## src/rtl/bootseq_pkg.sv

```systemverilog
package bootseq_pkg;

    localparam int MSG_BYTES    = 16;
    localparam int IDX_FAMILY   = 5;
    localparam int IDX_FIFO     = 13;

    localparam logic [7:0] ID_BYTE_A    = 8'h96;
    localparam logic [7:0] ID_BYTE_B    = 8'h35;
    localparam logic [7:0] LOAD_MAGIC   = 8'h3C;
    localparam logic [7:0] VERDICT_GOOD = 8'hC3;
    localparam logic [7:0] VERDICT_CRC  = 8'h5A;

    typedef enum logic [2:0] {
        ERR_NONE            = 3'd0,
        ERR_MSG_TIMEOUT     = 3'd1,
        ERR_BAD_ID          = 3'd2,
        ERR_BAD_HEADER      = 3'd3,
        ERR_BLOCK_TIMEOUT   = 3'd4,
        ERR_VERDICT_TIMEOUT = 3'd5,
        ERR_CRC             = 3'd6,
        ERR_UNKNOWN_VERDICT = 3'd7
    } boot_err_e;

    typedef enum logic [2:0] {
        ST_IDLE, ST_RST1, ST_GAP, ST_RST2, ST_MSG, ST_LOAD, ST_VERDICT, ST_END
    } boot_state_e;

    function automatic int imax(int a, int b);
        return (a > b) ? a : b;
    endfunction

    function automatic boot_err_e classify_verdict(logic [7:0] v);
        if (v == VERDICT_GOOD) return ERR_NONE;
        if (v == VERDICT_CRC)  return ERR_CRC;
        return ERR_UNKNOWN_VERDICT;
    endfunction

endpackage

```

## src/rtl/boot_ms_timer.sv

```systemverilog
module boot_ms_timer #(
    parameter int CLK_PER_MS = 50000,
    parameter int MS_W       = 11
) (
    input  logic            clk,
    input  logic            rst,
    input  logic            clr,
    input  logic [MS_W-1:0] limit,
    output logic            expired
);
    localparam int PRE_W = (CLK_PER_MS > 1) ? $clog2(CLK_PER_MS) : 1;

    logic [PRE_W-1:0] pre_q;
    logic [MS_W-1:0]  ms_q;

    assign expired = (ms_q >= limit);

    always_ff @(posedge clk) begin
        if (rst || clr) begin
            pre_q <= '0;
            ms_q  <= '0;
        end else if (!expired) begin
            if (pre_q == PRE_W'(CLK_PER_MS - 1)) begin
                pre_q <= '0;
                ms_q  <= ms_q + 1'b1;
            end else begin
                pre_q <= pre_q + 1'b1;
            end
        end
    end
endmodule

```

## src/rtl/boot_msg_capture.sv

```systemverilog
module boot_msg_capture
    import bootseq_pkg::*;
(
    input  logic       clk,
    input  logic       rst,
    input  logic       clr,
    input  logic       take,
    input  logic [7:0] data,
    output logic       bad_id,
    output logic       last,
    output logic [1:0] family,
    output logic [7:0] fifo_log2
);
    localparam int IDX_W = $clog2(MSG_BYTES);

    logic [IDX_W-1:0] idx_q;

    always_comb begin
        bad_id = 1'b0;
        if (take && idx_q == IDX_W'(0) && data != ID_BYTE_A) bad_id = 1'b1;
        if (take && idx_q == IDX_W'(1) && data != ID_BYTE_B) bad_id = 1'b1;
    end

    assign last = take && (idx_q == IDX_W'(MSG_BYTES - 1));

    always_ff @(posedge clk) begin
        if (rst) begin
            idx_q     <= '0;
            family    <= '0;
            fifo_log2 <= '0;
        end else if (clr) begin
            idx_q <= '0;
        end else if (take) begin
            idx_q <= idx_q + 1'b1;
            if (idx_q == IDX_W'(IDX_FAMILY)) family    <= data[7:6];
            if (idx_q == IDX_W'(IDX_FIFO))   fifo_log2 <= data;
        end
    end
endmodule

```

## src/rtl/board_boot_seq.sv

```systemverilog
module board_boot_seq
    import bootseq_pkg::*;
#(
    parameter int CLK_PER_MS   = 50000,
    parameter int RESET_GAP_MS = 50,
    parameter int MSG_WAIT_MS  = 2000,
    parameter int FIRST_BLK_MS = 1000,
    parameter int NEXT_BLK_MS  = 100,
    parameter int VERDICT_MS   = 100,
    parameter int BLOCK_BYTES  = 512
) (
    input  logic       clk,
    input  logic       rst,
    input  logic       start,
    input  logic       st_in_empty,
    input  logic       st_out_full,
    input  logic [7:0] rd_data,
    input  logic       src_valid,
    input  logic [7:0] src_data,
    output logic       src_ready,
    output logic       board_rst,
    output logic       rd_strobe,
    output logic       wr_strobe,
    output logic [7:0] wr_data,
    output logic       done,
    output logic [2:0] err_code,
    output logic [1:0] msg_family,
    output logic [7:0] msg_fifo_log2
);
    localparam int MAX_MS = imax(imax(imax(RESET_GAP_MS, MSG_WAIT_MS),
                                      imax(FIRST_BLK_MS, NEXT_BLK_MS)), VERDICT_MS);
    localparam int MS_W   = $clog2(MAX_MS + 1);
    localparam int BI_W   = $clog2(BLOCK_BYTES);

    boot_state_e     state_q;
    boot_err_e       err_q;
    logic [BI_W-1:0] byte_idx_q;
    logic [7:0]      blocks_left_q;
    logic            first_blk_q;

    logic            rd_fire, src_fire, hdr_bad, blk_end;
    logic            msg_take, cap_bad, cap_last;
    logic            tmr_clr, tmr_expired;
    logic [MS_W-1:0] tmr_limit;

    assign rd_fire   = (state_q == ST_MSG || state_q == ST_VERDICT) && !st_in_empty;
    assign msg_take  = rd_fire && (state_q == ST_MSG);
    assign src_ready = (state_q == ST_LOAD) && !st_out_full;
    assign src_fire  = src_valid && src_ready;
    assign hdr_bad   = src_fire && first_blk_q && byte_idx_q == '0 && src_data != LOAD_MAGIC;
    assign blk_end   = src_fire && !hdr_bad && byte_idx_q == BI_W'(BLOCK_BYTES - 1);

    assign board_rst = (state_q == ST_RST1) || (state_q == ST_RST2);
    assign rd_strobe = rd_fire;
    assign wr_strobe = src_fire && !hdr_bad;
    assign wr_data   = src_data;
    assign done      = (state_q == ST_END);
    assign err_code  = err_q;

    assign tmr_clr = board_rst || cap_last || blk_end;

    always_comb begin
        unique case (state_q)
            ST_GAP:     tmr_limit = MS_W'(RESET_GAP_MS);
            ST_MSG:     tmr_limit = MS_W'(MSG_WAIT_MS);
            ST_LOAD:    tmr_limit = first_blk_q ? MS_W'(FIRST_BLK_MS) : MS_W'(NEXT_BLK_MS);
            ST_VERDICT: tmr_limit = MS_W'(VERDICT_MS);
            default:    tmr_limit = '1;
        endcase
    end

    boot_ms_timer #(.CLK_PER_MS(CLK_PER_MS), .MS_W(MS_W)) u_timer (
        .clk(clk), .rst(rst), .clr(tmr_clr), .limit(tmr_limit), .expired(tmr_expired)
    );

    boot_msg_capture u_capture (
        .clk(clk), .rst(rst), .clr(state_q == ST_RST2), .take(msg_take), .data(rd_data),
        .bad_id(cap_bad), .last(cap_last), .family(msg_family), .fifo_log2(msg_fifo_log2)
    );

    always_ff @(posedge clk) begin
        if (rst) begin
            state_q       <= ST_IDLE;
            err_q         <= ERR_NONE;
            byte_idx_q    <= '0;
            blocks_left_q <= '0;
            first_blk_q   <= 1'b1;
        end else begin
            unique case (state_q)
                ST_IDLE, ST_END: if (start) begin
                    state_q <= ST_RST1;
                    err_q   <= ERR_NONE;
                end
                ST_RST1: state_q <= ST_GAP;
                ST_GAP:  if (tmr_expired) state_q <= ST_RST2;
                ST_RST2: state_q <= ST_MSG;
                ST_MSG: begin
                    if (cap_bad) begin
                        state_q <= ST_END;
                        err_q   <= ERR_BAD_ID;
                    end else if (cap_last) begin
                        state_q     <= ST_LOAD;
                        byte_idx_q  <= '0;
                        first_blk_q <= 1'b1;
                    end else if (tmr_expired) begin
                        state_q <= ST_END;
                        err_q   <= ERR_MSG_TIMEOUT;
                    end
                end
                ST_LOAD: begin
                    if (hdr_bad) begin
                        state_q <= ST_END;
                        err_q   <= ERR_BAD_HEADER;
                    end else if (blk_end) begin
                        byte_idx_q  <= '0;
                        first_blk_q <= 1'b0;
                        if (blocks_left_q == 8'd0) state_q <= ST_VERDICT;
                        else blocks_left_q <= blocks_left_q - 8'd1;
                    end else if (tmr_expired) begin
                        state_q <= ST_END;
                        err_q   <= ERR_BLOCK_TIMEOUT;
                    end else if (src_fire) begin
                        byte_idx_q <= byte_idx_q + 1'b1;
                        if (first_blk_q && byte_idx_q == BI_W'(1)) blocks_left_q <= src_data;
                    end
                end
                ST_VERDICT: begin
                    if (rd_fire) begin
                        state_q <= ST_END;
                        err_q   <= classify_verdict(rd_data);
                    end else if (tmr_expired) begin
                        state_q <= ST_END;
                        err_q   <= ERR_VERDICT_TIMEOUT;
                    end
                end
                default: state_q <= ST_IDLE;
            endcase
        end
    end
endmodule

```

## config.mk

```make
export PLATFORM = sky130hd
export DESIGN_NAME = board_boot_seq
export DESIGN_NICKNAME = d
export VERILOG_FILES = /design/src/rtl/bootseq_pkg.sv /design/src/rtl/boot_ms_timer.sv /design/src/rtl/boot_msg_capture.sv /design/src/rtl/board_boot_seq.sv
export SDC_FILE = /design/constraint.sdc
export NUM_CORES = 1
export LEC_CHECK = 0
export BUFFER_PORTS_ARGS = -buffer_cell sky130_fd_sc_hd__buf_2
export CAP_MARGIN = 20
export CORE_ASPECT_RATIO = 1.2
export CORE_MARGIN = 2
export CORE_UTILIZATION = 50
export CTS_CLUSTER_SIZE = 40
export DETAILED_ROUTE_END_ITERATION = 10
export HOLD_SLACK_MARGIN = 0.08
export MAX_ROUTING_LAYER = met4
export PLACE_DENSITY = 0.81
export SLEW_MARGIN = 40
export SYNTH_ARGS = -nofsm -noshare
export SYNTH_HDL_FRONTEND = slang
export SYNTH_SLANG_ARGS = --single-unit
```

## constraint.sdc

```tcl
create_clock -name clk -period 9.6 [get_ports clk]
set_input_delay 1.92 -clock clk [delete_from_list [all_inputs] [get_ports clk]]
set_output_delay 1.92 -clock clk [all_outputs]
set_load 0.005 [all_outputs]
```

# Word-level counts from Yosys, hierarchy flattened
# Index checks and enable logic that the tools add are counted.
# W data, S select, Z words.
[totals]
register_bits = 65
output_inout_bits = 26
elab_cells = 150
in_bits = 22
[op_classes]
n_addsub = 5
eq_ne = 35
reduce_logical = 41
muxes = 55
magnitude_cmp = 1
n_bitwise = 3
[op_table]
columns = ["cell", "count"]
rows = [
  ["$mux W3", 22],
  ["$mux W9", 6],
  ["$pmux W11 S4", 1],
  ["$mux W8", 5],
  ["$ne A3 B3 Y1 const B", 7],
  ["$pmux W3 S7", 1],
  ["$pmux W9 S2", 1],
  ["$add A16 B1 Y16 const B", 1],
  ["$eq A16 B16 Y1 const B", 1],
  ["$mux W16", 1],
  ["$ne A2 B2 Y1 const B", 8],
  ["$ne A8 B6 Y1 const B", 2],
  ["$logic_and A1 B1 Y1", 15],
  ["$mux W1", 15],
  ["$eq A3 B3 Y1 const B", 4],
  ["$pmux W3 S4", 1],
  ["$reduce_and A6 Y1", 2],
  ["$add A11 B1 Y11 const B", 1],
  ["$ge A11 B11 Y1", 1],
  ["$mux W10", 1],
  ["$add A9 B1 Y9 const B", 1],
  ["$eq A9 B1 Y1 const B", 1],
  ["$eq A9 B9 Y1 const B", 1],
  ["$logic_not A9 Y1", 1],
  ["other kinds (25)", 40],
]

# Logic depth before layout (Yosys ltp)
# Gate-level depths: netlist (run 1).
[depth]
word_depth = 14
ltp_mapped = 16
mapped_depth_nobuf = 12

# Modules after synthesis
# A second synthesis (run 1) with hierarchy kept.
[hier_totals]
cells_unflattened = 528
area_unflattened_um2 = 4277.9
[modules_own_cells]
columns = ["module", "n_inst", "cells_per_inst", "area_per_inst_um2"]
rows = [
  ["board_boot_seq", 1, 244, 1873.0],
  ["boot_ms_timer", 1, 209, 1667.8],
  ["boot_msg_capture", 1, 75, 737.0],
]

# Worst setup path after synthesis (run 1)
# No wires, ideal clock.
[synth_path]
path_type = "input port to output port"
start = "in src_data[1]"
end = "out wr_strobe"
required_time_ns = 7.680
stages = 4
path_slack_ns = 4.662
n_path_buf = 0
arrival_ns = 3.018
cell_sequence = "nand4bb_1 > o41ai_1 > o21bai_2 > inv_1"
[synth_between]
elab_chain_cells = 4
[synth_rtl]
columns = ["item", "line", "text"]
rows = [
  ["from (decl)", "board_boot_seq.sv:19", "input logic [7:0] src_data,"],
  ["$ne A8 B6 Y1", "board_boot_seq.sv:50", "assign hdr_bad = src_fire && first_blk_q && byte_idx_q == '0 && src_data != LOAD_MAGIC;"],
  ["$logic_and A1 B1 Y1", "board_boot_seq.sv:50", ""],
  ["$logic_not A1 Y1", "board_boot_seq.sv:55", "assign wr_strobe = src_fire && !hdr_bad;"],
  ["$logic_and A1 B1 Y1", "board_boot_seq.sv:55", ""],
  ["to (decl)", "board_boot_seq.sv:23", "output logic wr_strobe,"],
]
# No other way between the ends.

# Worst setup path in the final report (run 1)
[layout_path]
start = "in src_data[0]"
end = "out wr_strobe"
# The elaborated chain is that of the path after synthesis.

==> results.py, run 1 <==
metrics = {
    "outcome": {
        "status": "finished, final reports clean",
    },
    "critical_path": {
        "cp-start-kind": "primary input",
        "crit_required_ps": 7680,
        "cp-endpoint": "wr_strobe",
        "end_kind": "primary output",
        "r2r-end": "u_timer.pre_q[0]$_SDFFE_PP0N_",
        "crit_path_start": "src_data[0]",
        "r2r_setup_slack_ps": 5560,
        "r2r_cells": 11,
        "critPathKind": "primary input to primary output",
        "cp_max_fo": 9,
        "r2r-start": "state_q[2]$_SDFFE_PP0P_",
        "cp_data_arrival_time_ps": 3180,
    },
    "synth": {
        "synth_warnings": 0,
        "netlist-cell-type-count": 73,
        "avgSynthCellArea_um2": 8.20,
        "ys_ff_latch": 65,
        "syn_area_um2": 4080,
        "synthFlopType": "dfxtp_1",
        "synth_seq_area_share_pct": 31.9,
        "synthesis.nets": 540,
        "synth-edff-count": 0,
        "postSynthCellCount": 498,
        "synthArstFlopShare_pct": 0,
    },
    "clocking": {
        "clkTransAtPathRegs_ps": 70,
        "post_cts_buffers": 0,
        "cts_hold_buffers": 0,
        "clockRootBuffer": "clkbuf_8",
        "clk_latency_ps": 360,
        "cts_max_path_buffers": 2,
        "cts_sinks": 65,
        "cts_made_buffers": 9,
        "ctsResizeCount": 0,
        "cts_tree": "done",
        "htreeDepth": 3,
    },
    "route": {
        "dr.pass1.iters": 4,
        "wire_per_inst_um": 14.8,
        "routed_wl_mm": 9.33,
        "drc": 0,
        "avgViaCountPerCell": 5.95,
        "vias": 3746,
        "ant_nets": 0,
        "drtIter0Drc": 289,
    },
    "grt": {
        "first_global_vias": 3451,
        "antenna_found_initial": 0,
        "grt_pass1_wl_mm": 15.6,
        "grt_max_degree": 30,
        "grt_usage_pct": 22.4,
        "grt_overflow_total": 0,
    },
    "worst_hold_path": {
        "hold_class": "register to register",
    },
    "placement": {
        "hpwl_mm": 6.76,
        "gp_congestion": 0.896,
        "io_buffers": 47,
        "dpl_cell_area_um2": 4310,
    },
    "power": {
        "p_leak_nw": 1.90,
        "ir_drop_v": 0.000104,
        "powerDensity_nw_per_um2": 163,
    },
    "die": {
        "die-height_um": 103,
        "start_util_pct": 50.9,
        "dieArea_um2": 8900,
        "rows": 36,
        "dieWidth_um": 86.5,
        "core_area_um2": 8020,
        "io-pin-count": 48,
    },
    "timing": {
        "max_slew.worst_pin.slew_ps": 756,
        "period_share_pct": 53.1,
        "rsz0062_at_grt": "false",
        "finalCriticalPeriod_ps": 5100,
        "clock.fmax_mhz": 196,
        "relSlewSlack_pct": 49.6,
        "tns_ps": 0,
        "hold_viol": 0,
        "fin_skew_ps": 12.3,
        "finalSetupViolCount": 0,
        "report.final.slew_viol_count": 0,
    },
    "final_layout": {
        "fill_cells": 721,
        "final_core_util_pct": 56.7,
        "drive_above_1_share_pct": 17.0,
        "ff_latch_area_um2": 1300,
        "diodes": 0,
        "syn_to_final_growth_pct": 11.3,
        "final_area_um2": 4540,
        "final_net_count": 572,
        "multi_input_area_um2": 2560,
    },
    "job": {
        "drv_cap": 0,
    },
}
## stage by stage
step | hold WS [ps] | instances | setup WS (ps) | power, mW
CTS | 473 | 630 | 4230 | 0.745
global route | 506 | 630 | 4400 | 0.785
finish | 471 | 630 | 4500 | 0.742
floorplan | 444 | 498 | 4660 | 0.438
detailed placement | 461 | 614 | 4230 | 0.480
global placement | 460 | 614 | 4340 | 0.473
## synth_stat cells, drive strengths merged, types with 6 or more instances
master / instances / area (µm²)
dfxtp: 65 / 1300
nor2: 61 / 229
nand2: 47 / 179
a21oi: 27 / 135
o21ai: 26 / 138
inv: 22 / 82.6
mux2i: 21 / 210
ha: 20 / 250
buf: 17 / 106
nand3: 16 / 80.1
xor2: 13 / 114
clkbuf: 12 / 45.0
nor3: 12 / 60.1
o211ai: 12 / 95.1
or3: 11 / 68.8
nand2b: 8 / 50.1
or4: 8 / 60.1
nand4: 7 / 43.8
o2111ai: 6 / 58.8
xnor2: 6 / 52.6
## where the power goes
group / internal [mW] / total (mW) / leakage, nW / switching [mW]
combinational: 0.0675 / 0.167 / 1.27 / 0.0998
clock: 0.148 / 0.265 / 0.106 / 0.117
sequential: 0.281 / 0.310 / 0.525 / 0.0289
## logic make-up (layout without fill, tap and decap cells)
| logic type | Yosys count | in the layout | synth area share [%] |
|---|---|---|---|
| multiplexers | 22 | 22 | 5.43 |
| XOR/XNOR | 19 | 19 | 4.08 |
| adder cells (fa/ha/maj) | 20 | 20 | 6.13 |
| flip-flops | 65 | 65 | 31.9 |
| AO/OA/AOI/OAI | 114 | 114 | 20.0 |
| AND/OR/NAND/NOR | 207 | 207 | 26.7 |
| buffers and inverters | 51 | 88 | 5.73 |
## how the worst min path moves through the flow
stage,from,to,cells after the start
floorplan,blocks_left_q[5]$_SDFFE_PP0P_,blocks_left_q[5]$_SDFFE_PP0P_,2
global placement,err_code[2]$_SDFFE_PP0P_,err_code[2]$_SDFFE_PP0P_,2
detailed placement,blocks_left_q[5]$_SDFFE_PP0P_,blocks_left_q[5]$_SDFFE_PP0P_,2
CTS,blocks_left_q[5]$_SDFFE_PP0P_,blocks_left_q[5]$_SDFFE_PP0P_,2
global route,err_code[2]$_SDFFE_PP0P_,err_code[2]$_SDFFE_PP0P_,2
finish,blocks_left_q[5]$_SDFFE_PP0P_,blocks_left_q[5]$_SDFFE_PP0P_,2
## state kept, by name, summed over array words and instances, names as in the netlist
register	count
u_timer.pre_q	16
byte_idx_q	9
u_capture.family	2
blocks_left_q	8
u_timer.ms_q	11
state_q	3
first_blk_q	1
u_capture.fifo_log2	8
err_code	3
u_capture.idx_q	4
## cells in the final DEF, fill, tap and decap left out, types with 4 or more instances in the layout
| cell type | netlist | layout |
|---|---|---|
| nand2b_1 | 8 | 8 |
| nand4_1 | 7 | 7 |
| xor2_1 | 13 | 13 |
| dfxtp_1 | 65 | 65 |
| nand2_1 | 46 | 46 |
| buf_2 | 7 | 47 |
| a21oi_1 | 27 | 27 |
| nor4bb_1 | 5 | 5 |
| nor2b_1 | 4 | 4 |
| nor2_1 | 61 | 61 |
| ha_1 | 20 | 20 |
| or2_2 | 4 | 4 |
| inv_1 | 22 | 22 |
| clkbuf_8 | 0 | 9 |
| or3_1 | 11 | 11 |
| a21o_1 | 4 | 4 |
| o211ai_1 | 11 | 11 |
| mux2i_1 | 21 | 21 |
| or4_1 | 8 | 8 |
| o21ai_0 | 22 | 22 |
| o2111ai_1 | 5 | 5 |
| xnor2_1 | 6 | 6 |
| nand3_1 | 16 | 16 |
| o31ai_1 | 4 | 4 |
| nor3_1 | 12 | 12 |
## layout make-up
cell class	instances	share of cell area, %
Multi-Input combinational cell	382	56.3
Clock inverter	7	2.23
Sequential cell	65	28.6
Timing Repair Buffer	50	5.67
Clock buffer	9	2.73
Inverter	22	1.82
Tap cell	95	2.62
## critical path: stages
cell and delay, ps:
buf_2 120, nand4bb_1 180, o41ai_2 470, o21bai_2 240, inv_1 120, buf_2 120
## layer usage
layer  GRT usage (%)  routed length [µm]  share of wire, %  vias up
li1                -                   -                 -     1878
met1            26.4                4080                44     1764
met2            36.4                4660                50       86
met3            4.72                 424               4.5       18
met4            10.7                 165               1.8        0
met5               -                   0                 0        -
(Power assumes the default switching activity.)
==> inputs of run 2 (changes only) <==
--- a/config.mk
+++ b/config.mk
@@ -14,7 +14,7 @@
 export DETAILED_ROUTE_END_ITERATION = 10
 export HOLD_SLACK_MARGIN = 0.08
 export MAX_ROUTING_LAYER = met4
-export PLACE_DENSITY = 0.81
+export PLACE_DENSITY = 0.84
 export SLEW_MARGIN = 40
 export SYNTH_ARGS = -nofsm -noshare
 export SYNTH_HDL_FRONTEND = slang
==> constraint.sdc (replaced) <==
create_clock -name clk -period 4.6 [get_ports clk]
set_input_delay 0.92 -clock clk [delete_from_list [all_inputs] [get_ports clk]]
set_output_delay 0.92 -clock clk [all_outputs]
set_load 0.005 [all_outputs]
==> run 2 against run 1 <==
First-iteration DRC count increased by 6.9%. Cell area up 0.25%. Clock-buffer cell count rose by 4. Setup slack worse by 3800 ps. Register-to-register slack got worse by 4800 ps. Core utilization grew 0.14 points. Sequential power is 110% higher. Flip-flop and latch count unchanged. Global-route usage down 0.34 points. Critical endpoint is now u_timer.pre_q[0]$_SDFFE_PP0N_. Largest cell class unchanged.
==> results.py, run 2 (same netlist as run 1, synthesis figures left out) <==
metrics = {
    "clocking": {
        "cts_made_buffers": 9,
        "post_cts_buffers": 0,
        "htreeDepth": 3,
        "ctsResizeCount": 0,
        "cts_tree": "done",
        "cts_max_path_buffers": 2,
        "clockRootBuffer": "clkbuf_8",
        "cts_hold_buffers": 0,
        "cts_sinks": 65,
        "clk_latency_ps": 350,
        "clkTransAtPathRegs_ps": 70,
    },
    "route": {
        "drtIter0Drc": 309,
        "wire_per_inst_um": 14.9,
        "dr.pass1.iters": 5,
        "ant_nets": 0,
        "drc": 0,
        "avgViaCountPerCell": 6.00,
        "vias": 3783,
        "routed_wl_mm": 9.39,
    },
    "power": {
        "swShare_pct": 30.9,
        "ir_drop_v": 0.000186,
        "p_sw_mw": 0.480,
        "intPower_mw": 1.07,
        "combPwrFrac_pct": 22.5,
        "powerDensity_nw_per_um2": 341,
        "finalPower_mw": 1.56,
        "p_leak_nw": 1.91,
        "pwr-share-seq_pct": 41.4,
        "clkPwrFrac_pct": 36.1,
    },
    "timing": {
        "holdWs_ps": 477,
        "fin_skew_ps": 9.45,
        "relSlewSlack_pct": 60.0,
        "max_slew.worst_pin.slew_ps": 594,
        "period_share_pct": 83.8,
        "rsz0062_at_grt": "false",
        "report.final.slew_viol_count": 0,
        "finalCriticalPeriod_ps": 3860,
        "clock.fmax_mhz": 259,
        "finalSetupViolCount": 0,
        "hold_viol": 0,
        "tns_ps": 0,
    },
    "critical_path": {
        "r2r-end": "u_timer.pre_q[0]$_SDFFE_PP0N_",
        "cp_max_fo": 17,
        "end_kind": "register",
        "r2r_setup_slack_ps": 740,
        "r2r-start": "state_q[2]$_SDFFE_PP0P_",
        "cp-start-kind": "register",
        "critPathKind": "register to register",
        "cp_data_arrival_time_ps": 4070,
        "crit_required_ps": 4820,
        "r2r_cells": 11,
    },
    "final_layout": {
        "regMostFlops": "u_timer.pre_q",
        "multi_input_area_um2": 2560,
        "largest_reg_flops": 16,
        "final_net_count": 573,
        "syn_to_final_growth_pct": 11.6,
        "diodes": 0,
        "layout_common_cells": "65 x dfxtp_1, 61 x nor2_1, 47 x buf_2",
        "layout_commonest_cell": "dfxtp_1",
        "final_area_um2": 4550,
        "ff_latch_area_um2": 1300,
        "drive_above_1_share_pct": 16.8,
        "fill_cells": 725,
        "top_regs": "u_timer.pre_q x16, u_timer.ms_q x11, byte_idx_q x9",
    },
    "die": {
        "die-height_um": 103,
        "core_area_um2": 8020,
        "rows": 36,
        "dieWidth_um": 86.5,
        "dieArea_um2": 8900,
        "io-pin-count": 48,
        "start_util_pct": 50.9,
    },
    "grt": {
        "grt_overflow_total": 0,
        "antenna_found_initial": 0,
        "grt_pass1_wl_mm": 15.5,
        "first_global_vias": 3490,
        "grt_max_degree": 30,
        "grt_usage_pct": 22.1,
    },
    "worst_hold_path": {
        "min-delay-start": "blocks_left_q[5]$_SDFFE_PP0P_",
        "hold_end": "blocks_left_q[5]$_SDFFE_PP0P_",
        "hold_depth": 2,
        "hold_class": "register to register",
    },
    "placement": {
        "dpl_cell_area_um2": 4310,
        "hpwl_mm": 6.85,
        "io_buffers": 47,
        "gp_congestion": 0.936,
    },
    "job": {
        "drv_cap": 0,
    },
    "outcome": {
        "status": "finished, final reports clean",
    },
}
run 2: changes by cell type in the layout (fill, tap and decap cells not counted), sizes merged:
cell and change:
clkbuf +4, buf +1, inv -2, clkinvlp -2
clkinv -1
run 2: worst max-delay path by stage:
stage | from | end | slack, ps | cells after the start
6_report | state_q[2]$_SDFFE_PP0P_ | u_timer.pre_q[0]$_SDFFE_PP0N_ | 740 | 11
5_1_grt | state_q[2]$_SDFFE_PP0P_ | u_timer.pre_q[6]$_SDFFE_PP0N_ | 440 | 11
4_1_cts | state_q[2]$_SDFFE_PP0P_ | u_timer.pre_q[0]$_SDFFE_PP0N_ | 780 | 11
3_5_place_dp | state_q[2]$_SDFFE_PP0P_ | u_timer.pre_q[0]$_SDFFE_PP0N_ | 810 | 11
3_3_place_gp | state_q[2]$_SDFFE_PP0P_ | u_timer.pre_q[14]$_SDFFE_PP0N_ | 1000 | 11
2_1_floorplan | state_q[2]$_SDFFE_PP0P_ | u_timer.pre_q[0]$_SDFFE_PP0N_ | 1270 | 16
run 2: metrics by stage:
stage               utilization, %  cells  worst slack, ps
detailed placement            53.8    615              812
global placement              53.8    615             1000
floorplan                        -    498             1270
CTS                           56.7    630              783
global route                  56.8    630              445
finish                        56.8    630              744
run 2: routing by layer:
| metal | GRT usage (%) | share of wire (%) | vias up |
|---|---|---|---|
| li1 | - | - | 1869 |
| met1 | 26.0 | 44 | 1788 |
| met2 | 37.5 | 50 | 109 |
| met3 | 4.24 | 4.4 | 17 |
| met4 | 7.93 | 1.5 | 0 |
| met5 | - | 0 | - |
run 2: power groups by stage:
stage,Clock (mW),Combinational [mW],Sequential [mW]
finish,0.561,0.349,0.644
CTS,0.568,0.346,0.643
detailed placement,0,0.343,0.655
floorplan,0,0.302,0.611
global placement,0,0.333,0.653
global route,0.594,0.389,0.651
run 2: final cells by class:
cell class              count  area share, %
clock buffers              13           3.71
inverters                  22           1.81
repair buffers             51           5.82
flip-flops and latches     65           28.6
multi-input cells         382           56.2
well taps                  95           2.61
clock inverters             2           1.32
run 2: critical path, stage by stage (launching register included):
cell and delay, ps:
dfxtp_1 620, inv_1 280, nor3_1 370, ha_1 330, a21o_1 180, a22o_1 230, a311o_1 370, a311oi_2 280
buf_4 250, o211ai_2 240, nand2_1 470, nor2_1 100
==> inputs of run 3 (changes only) <==
==> constraint.sdc (replaced) <==
create_clock -name clk -period 3.3 [get_ports clk]
set_input_delay 0.66 -clock clk [delete_from_list [all_inputs] [get_ports clk]]
set_output_delay 0.66 -clock clk [all_outputs]
set_load 0.005 [all_outputs]
==> run 3 against run 2 <==
Flip-flop and latch count did not move. Combinational power rose by 76%. Wire length rose by 2.7%. Clock skew fell by 2.9 ps. Cell area rose by 2.2%. Critical path type unchanged. Cell count rose by 2.7%. Via count rose by 1.6%. Core utilization rose by 1.3 points. Total power rose by 35%. Die area did not move. Sequential power rose by 34%. Register-to-register slack got worse by 590 ps.
==> results.py, run 3 (same netlist as run 1, synthesis figures left out) <==
metrics = {
    "placement": {
        "pre_cts_slack_ps": 65.6,
        "gp_congestion": 0.996,
        "hpwl_mm": 7.09,
        "dpl.cell_count": 630,
        "io_buffers": 47,
    },
    "critical_path": {
        "cpPeakStageDelay_ps": 550,
        "crit_required_ps": 3600,
        "cp_data_arrival_time_ps": 3450,
        "r2r_cells": 11,
        "critical_path.most_common_cell": "o21ai_0",
        "crit_path_start": "state_q[2]$_SDFFE_PP0P_",
        "cp_max_fo": 14,
        "r2r-end": "u_timer.ms_q[10]$_SDFFE_PP0P_",
        "r2r-start": "state_q[2]$_SDFFE_PP0P_",
        "worst-path-buf-inv": 1,
        "cp_top_family": "compound AO/OA/AOI/OAI gates",
        "cp_cell_sequence": "buf_4 -> xnor2_1 -> o21ai_0 -> ha_1 -> a21oi_1 -> o21ai_0 -> a311o_1 -> a311oi_4 -> o211ai_2 -> or4_1 -> nand2_1",
        "r2r_setup_slack_ps": 150,
        "critPathKind": "register to register",
        "cp-start-kind": "register",
        "end_kind": "register",
        "crit_slowest_cell": "or4_1",
    },
    "clocking": {
        "cts_max_path_buffers": 2,
        "clkTransAtPathRegs_ps": 70,
        "htreeDepth": 3,
        "clockRootBuffer": "clkbuf_8",
        "cts_sinks": 65,
        "cts_made_buffers": 9,
        "cts_hold_buffers": 0,
        "clk_latency_ps": 350,
        "cts_tree": "done",
    },
    "power": {
        "intPower_mw": 1.38,
        "pwr-share-seq_pct": 41.0,
        "p_leak_nw": 1.97,
        "clkPwrFrac_pct": 29.9,
        "p_sw_mw": 0.724,
        "combPwrFrac_pct": 29.1,
        "powerDensity_nw_per_um2": 452,
        "ir_drop_v": 0.000286,
        "swShare_pct": 34.4,
    },
    "timing": {
        "max_slew.worst_pin.slew_ps": 555,
        "fin_skew_ps": 6.51,
        "finalSetupViolCount": 0,
        "report.final.slew_viol_count": 0,
        "clock.fmax_mhz": 318,
        "finalCriticalPeriod_ps": 3150,
        "tns_ps": 0,
        "period_share_pct": 95.4,
        "worst_slack_ps": 151,
        "relSlewSlack_pct": 62.5,
        "hold_viol": 0,
    },
    "route": {
        "ant_nets": 0,
        "drtIter0Drc": 186,
        "avgViaCountPerCell": 5.94,
        "wire_per_inst_um": 14.9,
        "dr.pass1.iters": 5,
        "vias": 3842,
        "drc": 0,
        "routed_wl_mm": 9.64,
    },
    "worst_hold_path": {
        "hold_class": "register to register",
        "hold_end": "err_code[2]$_SDFFE_PP0P_",
        "min-delay-start": "err_code[2]$_SDFFE_PP0P_",
        "hold_depth": 2,
    },
    "grt": {
        "grt_pass1_wl_mm": 15.8,
        "grt_max_degree": 30,
        "first_global_vias": 3626,
        "antenna_found_initial": 0,
        "grt_usage_pct": 22.5,
        "grt_overflow_total": 0,
    },
    "job": {
        "drv_cap": 0,
    },
    "final_layout": {
        "syn_to_final_growth_pct": 14.1,
        "layout_common_cells": "64 x dfxtp_1, 58 x nor2_1, 47 x buf_2",
        "drive_above_1_share_pct": 20.1,
        "largest_reg_flops": 16,
        "regMostFlops": "u_timer.pre_q",
        "layout_commonest_cell": "dfxtp_1",
        "top_regs": "u_timer.pre_q x16, u_timer.ms_q x11, byte_idx_q x9",
        "diodes": 0,
        "final_net_count": 590,
        "layout.cells.non_filler": 647,
    },
    "die": {
        "dieWidth_um": 86.5,
        "dieArea_um2": 8900,
        "core_area_um2": 8020,
        "die-height_um": 103,
        "start_util_pct": 50.9,
        "rows": 36,
        "io-pin-count": 48,
    },
    "outcome": {
        "status": "finished, final reports clean",
    },
}
[run 3: worst reg2reg max path, stage by stage (launching register included)]
cell and delay (ps):
dfxtp_1 320, buf_4 170, xnor2_1 120, o21ai_0 220
ha_1 300, a21oi_1 130, o21ai_0 120, a311o_1 430
a311oi_4 360, o211ai_2 290, or4_1 560, nand2_1 70
[run 3: layout make-up]
cell class              instances  area [µm²]
multi-input cells             382        2570
flip-flops and latches         65        1300
inverters                      22        82.6
clock inverters                 4        28.8
clock buffers                  11         151
fillers                       720        3360
repair buffers                 68         397
well taps                      95         119
[run 3: worst max path at each step]
stage,depth (start not counted),slack (ps),to
after floorplan,16,20,u_timer.pre_q[0]$_SDFFE_PP0N_
after global placement,11,230,u_timer.pre_q[5]$_SDFFE_PP0N_
after detailed placement,11,70,u_timer.pre_q[11]$_SDFFE_PP0N_
after CTS,11,30,u_timer.pre_q[11]$_SDFFE_PP0N_
after global routing,11,-30,u_timer.pre_q[5]$_SDFFE_PP0N_
final,11,150,u_timer.ms_q[10]$_SDFFE_PP0P_
[run 3: metal layers]
| metal | global-route usage [%] | wire length [µm] | part of all wire, % |
|---|---|---|---|
| met5 | - | 0 | 0 |
| met4 | 9.98 | 243 | 2.5 |
| met3 | 4.72 | 488 | 5.1 |
| met2 | 37.7 | 4780 | 50 |
| met1 | 25.8 | 4120 | 43 |
[run 3: through the flow]
step / utilization, % / hold slack, ps / power, mW / cell area [µm²]
floorplan: - / 444 / 1.28 / 4090
global placement: 55.4 / 462 / 1.44 / 4440
detailed placement: 55.4 / 464 / 1.47 / 4440
CTS: 57.6 / 475 / 2.10 / 4620
global route: 58.1 / 486 / 2.22 / 4660
finish: 58.1 / 471 / 2.11 / 4660
[run 3: power by group through the flow]
stage                     Clock (mW)  Sequential [mW]  Combinational (mW)
after floorplan                    0            0.852               0.425
after global placement             0            0.872               0.570
after detailed placement           0            0.875               0.596
after CTS                      0.642            0.857               0.597
after global routing           0.679            0.869               0.673
final                          0.628            0.863               0.613
[run 3: repair_timing]
item                       CTS  global route
setup endpoints to repair    0            15
buffers inserted             0             2
gates resized for setup      0             7
